<file path="config.mk">
export PLATFORM = sky130hd
export DESIGN_NAME = sb_store_buffer
export DESIGN_NICKNAME = d
export VERILOG_FILES = /design/src/rtl/sb_pkg.sv /design/src/rtl/sb_ptrs.sv /design/src/rtl/sb_match.sv /design/src/rtl/sb_store_buffer.sv
export SDC_FILE = /design/constraint.sdc
export NUM_CORES = 2
export LEC_CHECK = 0
export BUFFER_PORTS_ARGS = -buffer_cell sky130_fd_sc_hd__clkbuf_2
export CAP_MARGIN = 20
export CORE_MARGIN = 2
export CORE_UTILIZATION = 50
export DETAILED_ROUTE_END_ITERATION = 12
export GPL_ROUTABILITY_DRIVEN = 0
export GPL_TIMING_DRIVEN = 1
export PLACE_DENSITY = 0.67
export SYNTH_ARGS = -nofsm -noshare
export SYNTH_HDL_FRONTEND = slang
export SYNTH_SLANG_ARGS = --single-unit
</file>
<file path="constraint.sdc">
create_clock -name clk_i -period 7.2 [get_ports clk_i]
set_input_delay 0 -clock clk_i [delete_from_list [all_inputs] [get_ports clk_i]]
set_output_delay 0 -clock clk_i [all_outputs]
set_load 0.05 [all_outputs]
</file>
<file path="src/rtl/sb_pkg.sv">
package sb_pkg;
  typedef enum logic [1:0] {
    MEM_IDLE = 2'd0,
    MEM_RD   = 2'd1,
    MEM_WR   = 2'd2
  } mem_op_e;
endpackage

</file>
<file path="src/rtl/sb_ptrs.sv">
module sb_ptrs #(
  parameter int DEPTH = 8,
  localparam int PW = $clog2(DEPTH)
) (
  input  logic          clk_i,
  input  logic          rst_ni,
  input  logic          push_i,
  input  logic          commit_i,
  input  logic          pop_i,
  output logic [PW-1:0] head_o,
  output logic [PW-1:0] tail_o,
  output logic [PW:0]   cnt_o,
  output logic [PW:0]   cmp_cnt_o,
  output logic          full_o
);
  logic [PW:0] head_q, tail_q, cmt_q;
  logic [PW:0] fin_cnt;
  logic        push_ok, commit_ok;

  assign cnt_o     = tail_q - head_q;
  assign cmp_cnt_o = cmt_q - head_q;
  assign fin_cnt   = tail_q - cmt_q;
  assign full_o    = cnt_o == (PW+1)'(DEPTH);
  assign head_o    = head_q[PW-1:0];
  assign tail_o    = tail_q[PW-1:0];
  assign push_ok   = push_i && !full_o;
  assign commit_ok = commit_i && (fin_cnt != '0);

  always_ff @(posedge clk_i or negedge rst_ni) begin
    if (!rst_ni) begin
      head_q <= '0;
      tail_q <= '0;
      cmt_q  <= '0;
    end else begin
      if (push_ok)   tail_q <= tail_q + 1'b1;
      if (commit_ok) cmt_q  <= cmt_q + 1'b1;
      if (pop_i)     head_q <= head_q + 1'b1;
    end
  end

  AST_NO_OVERFLOW: assert property (@(posedge clk_i) disable iff (!rst_ni)
    (push_i && full_o) |=> $stable(tail_q));
  AST_COMMIT_EMPTY: assert property (@(posedge clk_i) disable iff (!rst_ni)
    (commit_i && tail_q == cmt_q) |=> $stable(cmt_q));
  AST_POP_COMPLETED: assert property (@(posedge clk_i) disable iff (!rst_ni)
    pop_i |-> (cmt_q != head_q));
  AST_DRAIN_ORDER: assert property (@(posedge clk_i) disable iff (!rst_ni)
    pop_i |=> head_q == $past(head_q) + 1'b1);
endmodule

</file>
<file path="src/rtl/sb_match.sv">
module sb_match #(
  parameter int DEPTH = 8,
  parameter int AW    = 32,
  parameter int DW    = 32,
  localparam int PW = $clog2(DEPTH)
) (
  input  logic [PW-1:0] tail_i,
  input  logic [PW:0]   cnt_i,
  input  logic [AW-1:0] addr_i [DEPTH],
  input  logic [DW-1:0] data_i [DEPTH],
  input  logic [AW-1:0] ld_addr_i,
  output logic          hit_o,
  output logic [DW-1:0] data_o
);
  // slot k of the search is the k-th youngest entry, counted back from tail
  logic [DEPTH-1:0] cand;
  logic [DEPTH-1:0] sel;
  logic [PW-1:0]    slot [DEPTH];

  for (genvar k = 0; k < DEPTH; k++) begin : g_cmp
    assign slot[k] = tail_i - PW'(k + 1);
    assign cand[k] = ((PW+1)'(k) < cnt_i) && (addr_i[slot[k]] == ld_addr_i);
  end

  always_comb begin
    sel    = '0;
    hit_o  = 1'b0;
    data_o = '0;
    for (int k = 0; k < DEPTH; k++) begin
      if (cand[k] && !hit_o) begin
        hit_o  = 1'b1;
        sel[k] = 1'b1;
        data_o = data_i[slot[k]];
      end
    end
  end

  AST_ONE_SOURCE: assert final ($onehot0(sel));
endmodule

</file>
<file path="src/rtl/sb_store_buffer.sv">
module sb_store_buffer
  import sb_pkg::*;
#(
  parameter int DEPTH = 8,
  parameter int AW    = 32,
  parameter int DW    = 32,
  localparam int PW = $clog2(DEPTH)
) (
  input  logic          clk_i,
  input  logic          rst_ni,
  input  logic          st_valid_i,
  input  logic [AW-1:0] st_addr_i,
  input  logic [DW-1:0] st_data_i,
  output logic          st_ready_o,
  input  logic          cmt_i,
  input  logic          ld_valid_i,
  input  logic [AW-1:0] ld_addr_i,
  output logic          ld_valid_o,
  output logic          ld_fwd_o,
  output logic [DW-1:0] ld_data_o,
  output logic          mem_req_o,
  output logic          mem_we_o,
  output logic [AW-1:0] mem_addr_o,
  output logic [DW-1:0] mem_wdata_o,
  input  logic [DW-1:0] mem_rdata_i
);
  logic [AW-1:0] addr_q [DEPTH];
  logic [DW-1:0] data_q [DEPTH];
  logic [PW-1:0] head, tail;
  logic [PW:0]   cnt, cmp_cnt;
  logic          full, push, pop;
  logic          hit;
  logic [DW-1:0] hit_data;
  mem_op_e       op;

  logic          ld_vld_q, hit_q;
  logic [DW-1:0] fwd_q;

  assign st_ready_o = !full;
  assign push       = st_valid_i && !full;

  sb_ptrs #(.DEPTH(DEPTH)) u_ptrs (
    .clk_i     (clk_i),
    .rst_ni    (rst_ni),
    .push_i    (st_valid_i),
    .commit_i  (cmt_i),
    .pop_i     (pop),
    .head_o    (head),
    .tail_o    (tail),
    .cnt_o     (cnt),
    .cmp_cnt_o (cmp_cnt),
    .full_o    (full)
  );

  sb_match #(.DEPTH(DEPTH), .AW(AW), .DW(DW)) u_match (
    .tail_i    (tail),
    .cnt_i     (cnt),
    .addr_i    (addr_q),
    .data_i    (data_q),
    .ld_addr_i (ld_addr_i),
    .hit_o     (hit),
    .data_o    (hit_data)
  );

  always_ff @(posedge clk_i) begin
    if (push) begin
      addr_q[tail] <= st_addr_i;
      data_q[tail] <= st_data_i;
    end
  end

  // loads own the port; completed stores drain only in otherwise idle cycles
  always_comb begin
    if (ld_valid_i)             op = MEM_RD;
    else if (cmp_cnt != '0)     op = MEM_WR;
    else                        op = MEM_IDLE;
  end

  assign pop         = op == MEM_WR;
  assign mem_req_o   = op != MEM_IDLE;
  assign mem_we_o    = op == MEM_WR;
  assign mem_addr_o  = (op == MEM_WR) ? addr_q[head] : ld_addr_i;
  assign mem_wdata_o = data_q[head];

  always_ff @(posedge clk_i or negedge rst_ni) begin
    if (!rst_ni) begin
      ld_vld_q <= 1'b0;
      hit_q    <= 1'b0;
      fwd_q    <= '0;
    end else begin
      ld_vld_q <= ld_valid_i;
      hit_q    <= ld_valid_i && hit;
      if (ld_valid_i) fwd_q <= hit_data;
    end
  end

  // memory word arrives now; it is discarded when the alias check hit
  assign ld_valid_o = ld_vld_q;
  assign ld_fwd_o   = hit_q;
  assign ld_data_o  = hit_q ? fwd_q : mem_rdata_i;

  AST_LD_PRIORITY: assert property (@(posedge clk_i) disable iff (!rst_ni)
    ld_valid_i |-> (mem_req_o && !mem_we_o && mem_addr_o == ld_addr_i));
  AST_LD_RESP: assert property (@(posedge clk_i) disable iff (!rst_ni)
    ld_valid_i |=> ld_valid_o);
  AST_NO_SPURIOUS_RESP: assert property (@(posedge clk_i) disable iff (!rst_ni)
    !ld_valid_i |=> !ld_valid_o && !ld_fwd_o);
  AST_IDLE_DRAIN: assert property (@(posedge clk_i) disable iff (!rst_ni)
    (!ld_valid_i && cmp_cnt != '0) |-> mem_we_o);
endmodule

</file>
-- After elaboration in Yosys (flattened, before gate mapping)
Cells that the tools add are included.
- register bits: 558
- latch bits: 0
- bits in writable memories: 0
- memory bits (read-only): 0
- output and inout bits: 101
- logic and storage cells: 180
- memories kept: 0
- add/subtract/negate cells: 13
- multiply operators: 0
- div/mod/pow operators: 0
- order comparisons: 18
- equality and inequality tests: 10
- shifts and indexed selects: 0
- multiplexer cells: 78
- bitwise operators: 9
- reduce and logical (&&, ||, !) cells: 30
- operator list (operator ; number):
    32-bit binary-select mux with 3-bit select ; 18
    32-bit two-way mux ; 47
    256-bit bitwise mux ; 2
    32-bit == test ; 8
    32-bit demux with 3-bit select ; 1
    4-bit >= comparator, second input constant ; 9
    3-bit inverter with 4-bit output ; 9
    1-bit logical AND ; 19
    3-bit by 4-bit less-than comparator with 1-bit output, first input constant ; 4
    4-bit by 1-bit adder with 4-bit output, second input constant ; 3
    3-bit subtractor, second input constant ; 4
    4-bit subtractor ; 3
    1-bit zero test ; 8
    1-bit by 4-bit less-than comparator with 1-bit output, first input constant ; 2
    2-bit by 4-bit less-than comparator with 1-bit output, first input constant ; 2
    1-bit two-way mux ; 8
    4-bit nonzero test ; 2
    3-bit by 2-bit subtractor with 3-bit output, second input constant ; 2
    4-bit == test, second input constant ; 1
    4-bit by 1-bit less-than comparator with 1-bit output, second input constant ; 1
    2-bit two-way mux ; 2
    3-bit by 1-bit subtractor with 3-bit output, second input constant ; 1
    2-bit == test, second input constant ; 1
    2-bit nonzero test ; 1

-- Longest topological paths before layout
- depth in word-level cells: 30
- mapped depth: 29

-- Hierarchy
From an unflattened synthesis, not the netlist that was laid out.
- cell total of the unflattened synthesis: 3908
- area, all modules: 48107.4 sq um
- modules (own cells, without submodules) (module ; times used ; cells each ; area each (sq um) ; seq. area each (sq um)):
    sb_match ; 1 ; 2765 ; 25678.4 ; 0.0
    sb_store_buffer ; 1 ; 1049 ; 21463.1 ; 16225.6
    sb_ptrs ; 1 ; 94 ; 965.9 ; 300.3

-- Worst setup path before layout
No wires, ideal clock.
- kind: register to register
- from: register u_ptrs.tail_q[2]
- to: register fwd_q[28]
- setup time: 0.126 ns
- arrival time: 6.020 ns
- path slack: 1.054 ns
- stages on the path, launching flop included: 26
- cells stage by stage: dfrtp_1 > buf_2 > buf_1 > inv_1 > clkbuf_1 > clkbuf_1 > buf_1 > ha_1 > buf_2 > buf_4 > buf_2 > buf_4 > buf_2 > mux4_2 > mux2i_1 > xor2_1 > nand4_1 > nor4_1 > nand4_1 > buf_2 > buf_2 > a211oi_1 > a31oi_1 > a31o_2 > a211oi_1 > nor3_1
- cells in the longest elaborated chain, start to end: 29
- elaborated cells between the ends (all ways): 117
- RTL lines (element ; line ; RTL):
    start: declaration ; sb_ptrs.sv:16 ; logic [PW:0] head_q, tail_q, cmt_q;
    start signal: assignment ; sb_ptrs.sv:35 ; if (push_ok) tail_q <= tail_q + 1'b1;
    3-bit by 1-bit subtractor with 3-bit output ; sb_match.sv:21 ; assign slot[k] = tail_i - PW'(k + 1);
    3-bit inverter with 4-bit output (implied by the code) ; sb_match.sv:22, sb_match.sv:33 ;
    32-bit binary-select mux with 3-bit select ; sb_match.sv:22 ; assign cand[k] = ((PW+1)'(k) < cnt_i) && (addr_i[slot[k]] == ld_addr_i);
    32-bit two-way mux (implied by the code) (2 in series) ; sb_match.sv:22 ;
    32-bit == test ; sb_match.sv:22 ;
    1-bit logical AND ; sb_match.sv:22 ;
    1-bit two-way mux ; sb_match.sv:30 ; if (cand[k] && !hit_o) begin
    1-bit zero test ; sb_match.sv:30 ;
    (+12 left out) ; n/a ;
    1-bit logical AND ; sb_match.sv:30 ;
    1-bit two-way mux ; sb_match.sv:30 ;
    1-bit zero test ; sb_match.sv:30 ;
    1-bit logical AND ; sb_match.sv:30 ;
    1-bit two-way mux ; sb_match.sv:30 ;
    1-bit zero test ; sb_match.sv:30 ;
    1-bit logical AND ; sb_match.sv:30 ;
    32-bit two-way mux (*) ; sb_match.sv:30 ;
    end signal: assignment ; sb_store_buffer.sv:93 ; if (ld_valid_i) fwd_q <= hit_data;
    end: declaration ; sb_store_buffer.sv:37 ; logic [DW-1:0] fwd_q;
Mark *: on every way between the ends. The rest lies on a longest branch, timed or not. The select of a mux whose other input is x is not followed.
A chain may end at the register's enable or synchronous reset.

-- Worst setup path in the final report
- from: register u_ptrs.tail_q[0]
- to: register fwd_q[1]
The elaborated chain is that of the path after synthesis.

==> metrics.yaml <==
cts:
  cts-resized-gates: 0
  clock_latency_ns: 0.68
  cts_tree: "yes"
  cts_buffer_depth: 3
  postCtsSetupBuffers: 0
  cts_root_buf: "clkbuf_16"
  cts-buffers-inserted: 70
  clock-sinks: 558
  cts.clk_slew.worst_paths_ns: 0.06
  cts_max_level: 3
synthesis:
  ys_warn_count: 0
  synth_top_family_by_area: "multiplexers"
  synthXorXnorAreaFrac_pct: 4.965
  syn_avg_cell_area_um2: 13.26
  synthesis.nets: 3924
  synthMuxAreaShare_pct: 42.68
  synth_fa_ha_area_share_pct: 0.4650
  synth_edf_count: 512
  ys_async_sr_fraction_pct: 8.244
  dominantRegCellSynth: "edfxtp_1"
  ys_types: 89
  ys_ff_latch: 558
  synth_compound_area_share_pct: 6.633
  synth-simple-area-share_pct: 8.103
  netlist_instances: 3773
  seq_area_frac_synth_pct: 33.02
  syn_area_um2: 50050
sta:
  tightestPinTransition_ns: 1.154
  fin_crit_ns: 6.541
  skew_ns: 0.03247
  rsz0062_at_grt: "no"
  hold_viol_final: 0
  setup_tns_ns: 0
  slew_viol_final: 0
  period_share_pct: 90.85
  slew_headroom_pct: 22.35
  max_freq_ghz: 0.1529
  finalSetupViolCount: 0
floorplanning:
  rows: 116
  core_area_um2: 99710
  die_w_um: 320.4
  fp.dieH_um: 320.4
  start_util_pct: 50.19
  die-area_um2: 102600
  pin_count: 234
routing:
  routed_wl_um: 171700
  topRoutingLayerUsed: "met5"
  drtPass1Iterations: 8
  wl_met3_um: 24440
  vias_per_cell: 7.492
  vias: 39192
  drt_iter0_drc: 6095
  drc_errors: 0
  ant_nets: 0
  wl_met1_um: 64600
  avgRoutedWirePerCell_um: 32.82
  dr_wl_met2_um: 75100
pwr:
  power.leakage_nw: 18.85
  power_density_nw_per_um2: 558.6
  ir_worst_vdd_uv: 730.8
worst_setup_path:
  cpPeakStageDelay_ns: 0.71
  crit_chain: "buf_12 > buf_4 > mux4_2 > xnor2_1 > o2111ai_1 > a222oi_1 > o2111ai_1 > nor4_4 > buf_4 > and2_1 > nor3_1 > o31ai_4 > buf_4 > a211o_1 > o221a_2"
  required_ns: 7.81
  critical_path_class: "reg -> reg"
  cp.arrival_ns: 7.15
  critPathMaxFanout: 77
  critPathCaptureType: "register"
  crit_slowest_cell: "dfrtp_4"
  cp-start-kind: "register"
  crit_path_frequent_cell: "buf_4"
hold_path:
  min_path_type: "in -> async"
grt:
  grt_pass1_vias: 36723
  grt_overflow_total: 0
  grt_pass1_wl_um: 253900
  grt_max_degree: 122
  antenna_found_initial: 15
  grt_usage_pct: 33.20
layout:
  nets: 4018
  multiInputGateArea_um2: 31610
  postLayoutCoreUtil_pct: 55.24
  seqCellArea_um2: 16550
  fillers: 7989
  layout_commonest_cell: "mux4_2"
  syn_to_final_growth_pct: 10.07
  drive_gt1_share_pct: 35.70
  final_cell_mix: "mux4_2 (730), edfxtp_1 (512), nand2_1 (377)"
outcome:
  status: "finished clean"
placed_design:
  port_buffers: 233
  dp_hpwl_um: 115000
job:
  drv_cap: 0
kinds of logic after synthesis:
group	Yosys count
mux	1190
simple gates	854
flops	558
compound gates	450
buf+inv	421
xor+xnor	282
fa+ha+maj	18
repair_timing:
item,in CTS,in global routing
hold buffers,68,0
hold endpoints to repair,579,0
endpoints found under the setup margin,0,0
cells in the mapped netlist, types with 6 or more instances:
master | n | area share [%]
nor4_1 | 15 | 0.19
nand2b_1 | 9 | 0.11
a221oi_1 | 17 | 0.30
a31oi_1 | 53 | 0.66
nor3_1 | 38 | 0.38
a211oi_1 | 77 | 1.2
nor2_1 | 132 | 0.99
a22oi_1 | 20 | 0.30
buf_2 | 102 | 1.0
o221a_2 | 8 | 0.18
a32oi_1 | 10 | 0.18
mux2i_1 | 328 | 6.6
buf_4 | 35 | 0.53
dfrtp_1 | 46 | 2.3
o2111ai_1 | 36 | 0.63
clkbuf_1 | 157 | 1.2
or2_2 | 37 | 0.46
xnor2_1 | 225 | 3.9
edfxtp_1 | 512 | 31
nand3b_1 | 33 | 0.50
nor2b_1 | 11 | 0.14
nand2_1 | 377 | 2.8
inv_1 | 26 | 0.20
mux4_2 | 730 | 33
o31ai_1 | 8 | 0.12
clkinv_1 | 6 | 0.045
mux2_2 | 122 | 2.7
nand4_1 | 64 | 0.80
a21oi_1 | 46 | 0.46
a211o_1 | 8 | 0.14
o21ai_1 | 9 | 0.090
and2_1 | 19 | 0.24
o211ai_1 | 41 | 0.62
buf_6 | 23 | 0.52
a31o_2 | 13 | 0.23
buf_1 | 64 | 0.48
o21ai_0 | 27 | 0.27
nand3_1 | 79 | 0.79
ha_1 | 17 | 0.43
or4_1 | 6 | 0.090
mux4_1 | 10 | 0.53
xor2_1 | 55 | 0.96
a221o_1 | 10 | 0.20
and3_1 | 10 | 0.13
o22ai_1 | 21 | 0.26
flip-flops by register name (all words and copies together) (netlist names):
register	cells
ld_fwd_o	1
u_ptrs.head_q	4
addr_q	256
u_ptrs.cmt_q	4
data_q	256
fwd_q	32
ld_valid_o	1
u_ptrs.tail_q	4
area by class of cell:
class                      instances  area share [%]
clock buffer                      86           3.366
clock inverter                    43          0.8291
multi-input combinational       2794           57.39
sequential                       558           30.04
inverter                          36          0.2544
timing repair buffer             407           5.131
antenna                            9         0.04089
tap                             1298           2.948
where the power goes:
group / leakage, nW / internal (mW) / switching (mW)
logic: 12.5 / 9.51 / 12.7
clock network: 1.11 / 2.07 / 1.50
registers: 5.21 / 4.17 / 0.825
path summary, 6_finish.rpt:
kind                                        from               end  slack, ns  depth (start not counted)
min in group clk_i                 st_data_i[11]       data_q[235]       0.15                          2
max in group asynchronous                 rst_ni  u_ptrs.head_q[2]       6.54                          3
worst max-delay path            u_ptrs.tail_q[0]          fwd_q[1]       0.66                         15
worst min-delay path                      rst_ni         fwd_q[24]       0.03                          3
worst min register to register  u_ptrs.head_q[3]  u_ptrs.head_q[3]       0.54                          1
worst max register to register  u_ptrs.tail_q[0]          fwd_q[1]       0.66                         15
stage by stage:
step	std cells	total power [mW]	setup slack (ns)	hold WS, ns	area (µm²)
detailed placement	5023	26.56	0.9373	0.1987	52030
global placement	5022	26.42	0.9999	0.1921	52030
global route	5228	31.95	0.4859	0.07389	55080
CTS	5220	30.25	0.9120	0.02487	55020
finish	5231	30.77	0.6585	0.02635	55080
floorplan	3773	21.19	1.054	-0.2956	50050
layer usage:
layer / track usage [%] / up-vias
met5: 0 / -
met4: 12.82 / 12
met3: 9.762 / 453
met2: 48.18 / 3144
met1: 47.25 / 19851
li1: - / 15732
worst max-delay path: cells and delay by family, from the launching register on:
| kind | cells | cell delay [ns] |
|---|---|---|
| compound gates | 6 | 1.74 |
| buf+inv | 4 | 1.71 |
| simple gates | 3 | 1.17 |
| flops | 1 | 0.71 |
| mux | 1 | 0.57 |
| xor+xnor | 1 | 0.51 |
Note: power is estimated with default switching activity, not from simulation.
